<file path="config.mk">
export PLATFORM = sky130hd
export DESIGN_NAME = txic_coalesce_timer
export DESIGN_NICKNAME = d
export VERILOG_FILES = /design/src/rtl/txic_pkg.sv /design/src/rtl/txic_cfg_reg.sv /design/src/rtl/txic_event_qual.sv /design/src/rtl/txic_countdown.sv /design/src/rtl/txic_coalesce_timer.sv
export SDC_FILE = /design/constraint.sdc
export NUM_CORES = 1
export LEC_CHECK = 0
export BUFFER_PORTS_ARGS = -buffer_cell sky130_fd_sc_hd__buf_2
export CAP_MARGIN = 20
export CORE_MARGIN = 10
export CORE_UTILIZATION = 40
export CTS_BUF_LIST = sky130_fd_sc_hd__clkbuf_16
export DETAILED_ROUTE_END_ITERATION = 12
export GPL_ROUTABILITY_DRIVEN = 0
export HOLD_SLACK_MARGIN = 0.03
export PLACE_DENSITY_LB_ADDON = 0.2
export SYNTH_ARGS = -nofsm -noshare
export SYNTH_HDL_FRONTEND = slang
export SYNTH_SLANG_ARGS = --single-unit
</file>
<file path="constraint.sdc">
create_clock -name clk_i -period 2 [get_ports clk_i]
set_input_delay 0.3 -clock clk_i [delete_from_list [all_inputs] [get_ports clk_i]]
set_output_delay 0.3 -clock clk_i [all_outputs]
set_load 0.01 [all_outputs]
</file>
<file path="src/rtl/txic_pkg.sv">
package txic_pkg;
  localparam int unsigned REG_W     = 32;
  localparam int unsigned DLY_W     = 16;
  localparam int unsigned FLUSH_BIT = 31;

  typedef struct packed {
    logic qual;  // report + delay requested
    logic imm;   // report only
  } wb_evt_t;
endpackage

</file>
<file path="src/rtl/txic_cfg_reg.sv">
module txic_cfg_reg #(
  parameter int unsigned REG_W     = 32,
  parameter int unsigned DLY_W     = 16,
  parameter int unsigned FLUSH_BIT = 31
) (
  input  logic             clk_i,
  input  logic             rst_ni,
  input  logic             we_i,
  input  logic [REG_W-1:0] wdata_i,
  output logic [REG_W-1:0] rdata_o,
  output logic [DLY_W-1:0] eff_dly_o,
  output logic             flush_o
);
  localparam int unsigned PAD_W = REG_W - DLY_W;

  logic [DLY_W-1:0] dly_q;

  always_ff @(posedge clk_i or negedge rst_ni) begin
    if (!rst_ni)   dly_q <= '0;
    else if (we_i) dly_q <= wdata_i[DLY_W-1:0];
  end

  // zero is illegal; clamp to one unit
  assign eff_dly_o = (dly_q == '0) ? DLY_W'(1) : dly_q;
  assign flush_o   = we_i & wdata_i[FLUSH_BIT];
  assign rdata_o   = {{PAD_W{1'b0}}, dly_q};

  a_r1_delay_written: assert property (@(posedge clk_i) disable iff (!rst_ni)
    we_i |=> rdata_o[DLY_W-1:0] == $past(wdata_i[DLY_W-1:0]));
endmodule

</file>
<file path="src/rtl/txic_event_qual.sv">
module txic_event_qual
  import txic_pkg::*;
(
  input  logic    valid_i,
  input  logic    rs_i,
  input  logic    ide_i,
  output wb_evt_t evt_o
);
  always_comb begin
    evt_o.qual = valid_i & rs_i & ide_i;
    evt_o.imm  = valid_i & rs_i & ~ide_i;
  end
endmodule

</file>
<file path="src/rtl/txic_countdown.sv">
module txic_countdown #(
  parameter int unsigned DLY_W = 16
) (
  input  logic             clk_i,
  input  logic             rst_ni,
  input  logic             load_i,
  input  logic [DLY_W-1:0] load_val_i,
  input  logic             cancel_i,
  input  logic             flush_i,
  input  logic             tick_i,
  output logic             irq_o
);
  logic [DLY_W-1:0] cnt_q;
  logic             act_q, irq_q;
  logic             expire, flush_hit, irq_d;

  assign expire    = act_q & tick_i & (cnt_q == DLY_W'(1));
  assign flush_hit = flush_i & act_q;

  // reload beats expiry; flush reports what is pending
  always_comb irq_d = cancel_i | flush_hit | (expire & ~load_i);

  always_ff @(posedge clk_i or negedge rst_ni) begin
    if (!rst_ni) begin
      cnt_q <= '0;
      act_q <= 1'b0;
      irq_q <= 1'b0;
    end else begin
      irq_q <= irq_d;
      if (load_i) begin
        cnt_q <= load_val_i;
        act_q <= 1'b1;
      end else if (cancel_i | flush_hit | expire) begin
        cnt_q <= '0;
        act_q <= 1'b0;
      end else if (act_q & tick_i) begin
        cnt_q <= cnt_q - DLY_W'(1);
      end
    end
  end

  assign irq_o = irq_q;

  a_r3_active_nonzero: assert property (@(posedge clk_i) disable iff (!rst_ni)
    act_q |-> cnt_q != '0);
  a_r4_reload: assert property (@(posedge clk_i) disable iff (!rst_ni)
    load_i |=> act_q && cnt_q == $past(load_val_i));
  a_r2_step: assert property (@(posedge clk_i) disable iff (!rst_ni)
    (act_q && tick_i && !load_i && !cancel_i && !flush_i && cnt_q > DLY_W'(1))
    |=> cnt_q == $past(cnt_q) - DLY_W'(1));
  a_r5_cancel: assert property (@(posedge clk_i) disable iff (!rst_ni)
    cancel_i |=> irq_o && !act_q);
  a_r7_flush: assert property (@(posedge clk_i) disable iff (!rst_ni)
    (flush_i && act_q && !load_i) |=> irq_o && !act_q);
  a_r10_idle_quiet: assert property (@(posedge clk_i) disable iff (!rst_ni)
    (!act_q && !load_i && !cancel_i) |=> !irq_o);
endmodule

</file>
<file path="src/rtl/txic_coalesce_timer.sv">
module txic_coalesce_timer
  import txic_pkg::*;
#(
  parameter int unsigned REG_W_P     = REG_W,
  parameter int unsigned DLY_W_P     = DLY_W,
  parameter int unsigned FLUSH_BIT_P = FLUSH_BIT
) (
  input  logic               clk_i,
  input  logic               rst_ni,
  input  logic               cfg_we_i,
  input  logic [REG_W_P-1:0] cfg_wdata_i,
  output logic [REG_W_P-1:0] cfg_rdata_o,
  input  logic               tick_i,
  input  logic               wb_valid_i,
  input  logic               wb_rs_i,
  input  logic               wb_ide_i,
  output logic               irq_o
);
  logic [DLY_W_P-1:0] eff_dly;
  logic               flush;
  wb_evt_t            evt;

  txic_cfg_reg #(
    .REG_W(REG_W_P), .DLY_W(DLY_W_P), .FLUSH_BIT(FLUSH_BIT_P)
  ) u_cfg (
    .clk_i    (clk_i),
    .rst_ni   (rst_ni),
    .we_i     (cfg_we_i),
    .wdata_i  (cfg_wdata_i),
    .rdata_o  (cfg_rdata_o),
    .eff_dly_o(eff_dly),
    .flush_o  (flush)
  );

  txic_event_qual u_qual (
    .valid_i(wb_valid_i),
    .rs_i   (wb_rs_i),
    .ide_i  (wb_ide_i),
    .evt_o  (evt)
  );

  txic_countdown #(.DLY_W(DLY_W_P)) u_cnt (
    .clk_i     (clk_i),
    .rst_ni    (rst_ni),
    .load_i    (evt.qual),
    .load_val_i(eff_dly),
    .cancel_i  (evt.imm),
    .flush_i   (flush),
    .tick_i    (tick_i),
    .irq_o     (irq_o)
  );

  a_r6_no_report_no_irq: assert property (@(posedge clk_i) disable iff (!rst_ni)
    irq_o |-> $past(wb_valid_i && wb_rs_i) || $past(tick_i) || $past(cfg_we_i));
endmodule

</file>
==> qor.json <==
{
  "finalNetCount": {"value": 292},
  "post-route-worst-setup-slack": {"value": 0.04584, "unit": "ns"},
  "synth_top_family_by_area": {"value": "compound AO/OA/AOI/OAI gates"},
  "mean_cell_area_of_the_mapped_netlist": {"value": 9.510, "unit": "µm²"},
  "numPortBuffers": {"value": 40},
  "fin_worst_skew": {"value": 0.002026, "unit": "ns"},
  "power_frac_seq": {"value": 0.388},
  "power_per_cell_area": {"value": 1010, "unit": "nW/µm²"},
  "synthArstFlopShare": {"value": 1.000},
  "wirelength": {"value": 4.740, "unit": "mm"},
  "critical_path.endpoint_type": {"value": "flop"},
  "p_leak": {"value": 0.001125, "unit": "µW"},
  "holdBufCountCts": {"value": 0},
  "post_synth_instance_area": {"value": 1883, "unit": "µm²"},
  "routed_wl_per_cell": {"value": 15.59, "unit": "µm"},
  "grtUsageTotal": {"value": 0.1245},
  "cts_tree": {"value": "yes"},
  "synth_simple_gate_area_frac": {"value": 0.1688},
  "synth_sequential_area_ratio": {"value": 0.4518},
  "finish.cell_count_without_fillers": {"value": 304},
  "worst-path-max-fanout": {"value": 3},
  "leading_cell_type_in_the_layout_fill_and_taps_excluded": {"value": "sky130_fd_sc_hd__buf_2"},
  "timing.fmax": {"value": 511.7, "unit": "MHz"},
  "die_x_extent": {"value": 88.61, "unit": "µm"},
  "fill_cells": {"value": 414},
  "clock_buffer_count_from_cts": {"value": 5},
  "synth-xor-area-share": {"value": 0.004651},
  "path_cells": {"value": "or4_4 > or3_4 > buf_6 > o41ai_2 > a21oi_1"},
  "layout_common_cells": {"value": "sky130_fd_sc_hd__buf_2 (40), sky130_fd_sc_hd__dfrtp_1 (34), sky130_fd_sc_hd__nand2_1 (27)"},
  "status": {"value": "completed"},
  "total_power": {"value": 2363, "unit": "µW"},
  "flow.area_growth_from_synthesis": {"value": 24.32, "unit": "%"},
  "synth_edf_count": {"value": 0},
  "synth_warnings": {"value": 0},
  "post-route-period-util": {"value": 0.9771},
  "drtIter0Drc": {"value": 90},
  "hold_path.class": {"value": "in -> async"},
  "worst-path-buf-inv": {"value": 1},
  "clock_insertion_delay_at_the_later_pin_of_the_skew_report": {"value": 0.27, "unit": "ns"},
  "flop_and_latch_count_out_of_synthesis": {"value": 34},
  "cp_top_family": {"value": "simple AND/OR/NAND/NOR gates"},
  "cts_root_buffer": {"value": "sky130_fd_sc_hd__clkbuf_16"},
  "layout-drive-gt1-share": {"value": 0.3452},
  "timing.final.max_slew_violations": {"value": 0},
  "dpl.cell_count": {"value": 295},
  "wire_length_of_the_first_global_routing_pass": {"value": 7.803, "unit": "mm"},
  "clk_pin_slew": {"value": 0.05, "unit": "ns"},
  "power_frac_comb": {"value": 0.307},
  "antenna_cells": {"value": 0},
  "setup-violations-final": {"value": 0},
  "htree_num_levels": {"value": 2},
  "crit_type": {"value": "reg -> reg"},
  "detailedPlace.worstSlack": {"value": -0.01780, "unit": "ns"},
  "cp.arrival": {"value": 2.10, "unit": "ns"},
  "grt_remaining_overflow": {"value": 0},
  "clock_sinks": {"value": 34},
  "final.min_clock_period": {"value": 1.954, "unit": "ns"},
  "drt_pass1_iterations": {"value": 4},
  "post_synth_fa_ha_maj_area_fraction": {"value": 0.01329},
  "slew-limit-headroom": {"value": 0.4989},
  "drt_drc_violations_left": {"value": 0},
  "die_height": {"value": 88.61, "unit": "µm"},
  "starting_density_of_the_core": {"value": 0.4237},
  "route.vias.total": {"value": 1606},
  "vias_per_cell": {"value": 5.283},
  "ios": {"value": 72},
  "worstMarginPinSlew": {"value": 0.7516, "unit": "ns"},
  "grt_pass1_vias": {"value": 1661},
  "tns": {"value": 0, "unit": "ns"},
  "p_switching": {"value": 775.9, "unit": "µW"},
  "synth.mux.area_fraction": {"value": 0.1010},
  "cp_data_required_time": {"value": 2.15, "unit": "ns"},
  "floorplan.die_area": {"value": 7852, "unit": "µm²"},
  "hpwlAfterDp": {"value": 3.615, "unit": "mm"},
  "fin_util": {"value": 0.5267},
  "core_area": {"value": 4444, "unit": "µm²"},
  "syn_inst": {"value": 198},
  "switching_share": {"value": 0.3283},
  "critPathMaxStageDelay": {"value": 0.54, "unit": "ns"},
  "cap_viol_max_count": {"value": 0},
  "cts_max_path_buffers": {"value": 2},
  "antenna_violations_before_repair": {"value": 0},
  "synth.lib_cells_used.distinct": {"value": 41},
  "critical_path.slowest_cell": {"value": "sky130_fd_sc_hd__or4_4"},
  "grt_max_degree": {"value": 35},
  "worst_ir_drop_vdd": {"value": 524.1, "unit": "µV"},
  "core.rowCount": {"value": 24},
  "synth_flop_cell": {"value": "sky130_fd_sc_hd__dfrtp_1"},
  "worstSetupStartpointType": {"value": "flop"},
  "power.clock.fraction": {"value": 0.306},
  "synth-compound-area-share": {"value": 0.1688},
  "routed_antenna_nets": {"value": 0},
  "cellInternalPower": {"value": 1587, "unit": "µW"},
  "final-hold-violation-count": {"value": 0}
}
flip-flops by register name (all words and copies together) (netlist names):
name         count
u_cnt.act_q      1
u_cnt.irq_o      1
u_cfg.dly_q     16
u_cnt.cnt_q     16
metal layers:
metal	up-vias	track usage	routed length, µm
li1	794	-	-
met1	729	0.1601	2156
met4	0	0.03818	69
met3	7	0.04228	475
met5	-	0	0
met2	76	0.1929	2039
layout make-up:
| type | instances | area [µm²] | share of cell area |
|---|---|---|---|
| multi-input cells | 152 | 955.9 | 0.4083 |
| inverters | 3 | 11.26 | 0.004810 |
| flip-flops and latches | 34 | 850.8 | 0.3634 |
| clock inverters | 3 | 12.51 | 0.005345 |
| clock buffers | 5 | 125.1 | 0.05345 |
| well taps | 52 | 65.06 | 0.02779 |
| repair buffers | 55 | 320.3 | 0.1368 |
path summary, 6_finish.rpt:
| path | cells after the start | startpoint | slack [ns] | endpoint |
|---|---|---|---|---|
| worst max-delay path | 5 | u_cnt.cnt_q[13] | 0.05 | u_cnt.cnt_q[15] |
| worst min-delay path | 1 | rst_ni | 0.09 | u_cfg.dly_q[6] |
| worst max register to register | 5 | u_cnt.cnt_q[13] | 0.05 | u_cnt.cnt_q[15] |
| worst min register to register | 1 | u_cfg.dly_q[5] | 0.55 | u_cnt.cnt_q[5] |
| max in group asynchronous | 1 | rst_ni | 1.43 | u_cnt.irq_o |
| min in group clk_i | 2 | cfg_wdata_i[6] | 0.25 | u_cfg.dly_q[6] |
synthesized netlist by cell type (3+ instances only):
cell | number | area (µm²)
sky130_fd_sc_hd__o21ai_0 | 8 | 40.04
sky130_fd_sc_hd__inv_1 | 3 | 11.26
sky130_fd_sc_hd__nor2_1 | 7 | 26.28
sky130_fd_sc_hd__a21oi_1 | 24 | 120.1
sky130_fd_sc_hd__buf_4 | 16 | 120.1
sky130_fd_sc_hd__nand2_1 | 28 | 105.1
sky130_fd_sc_hd__nor4_1 | 6 | 37.54
sky130_fd_sc_hd__nand3_1 | 4 | 20.02
sky130_fd_sc_hd__o31ai_1 | 3 | 22.52
sky130_fd_sc_hd__clkbuf_1 | 7 | 26.28
sky130_fd_sc_hd__nor3_1 | 5 | 25.02
sky130_fd_sc_hd__mux2_2 | 16 | 180.2
sky130_fd_sc_hd__dfrtp_1 | 34 | 850.8
stage by stage:
step	area [µm²]	hold WS [ns]
after floorplan	1939	0.004409
final	2341	0.09356
after CTS	2298	0.1262
after global routing	2341	0.1610
after detailed placement	2152	0.4177
after global placement	2152	0.4179
power by group through the flow:
stage	Sequential, µW	Clock (µW)	Combinational [µW]
after floorplan	935	0	417
after global placement	917	0	675
after detailed placement	921	0	680
after CTS	909	735	690
after global routing	936	773	809
final	916	722	725
timing repair:
action | 4_1_cts | 5_1_grt
pin swaps | 0 | 2
resized for setup | 2 | 7
setup endpoints to repair | 8 | 10
buffers inserted | 0 | 1
kinds of logic (layout without fill, tap and decap cells):
family	Yosys count	count (layout)
DFF	34	34
buffers and inverters	27	66
adders and majority gates	2	2
other	1	16
and+or+nand+nor	64	64
xor gates and xnor gates	1	1
AOI/OAI and AO/OA	52	52
muxes	17	17
Power figures use the tool's default switching activity.
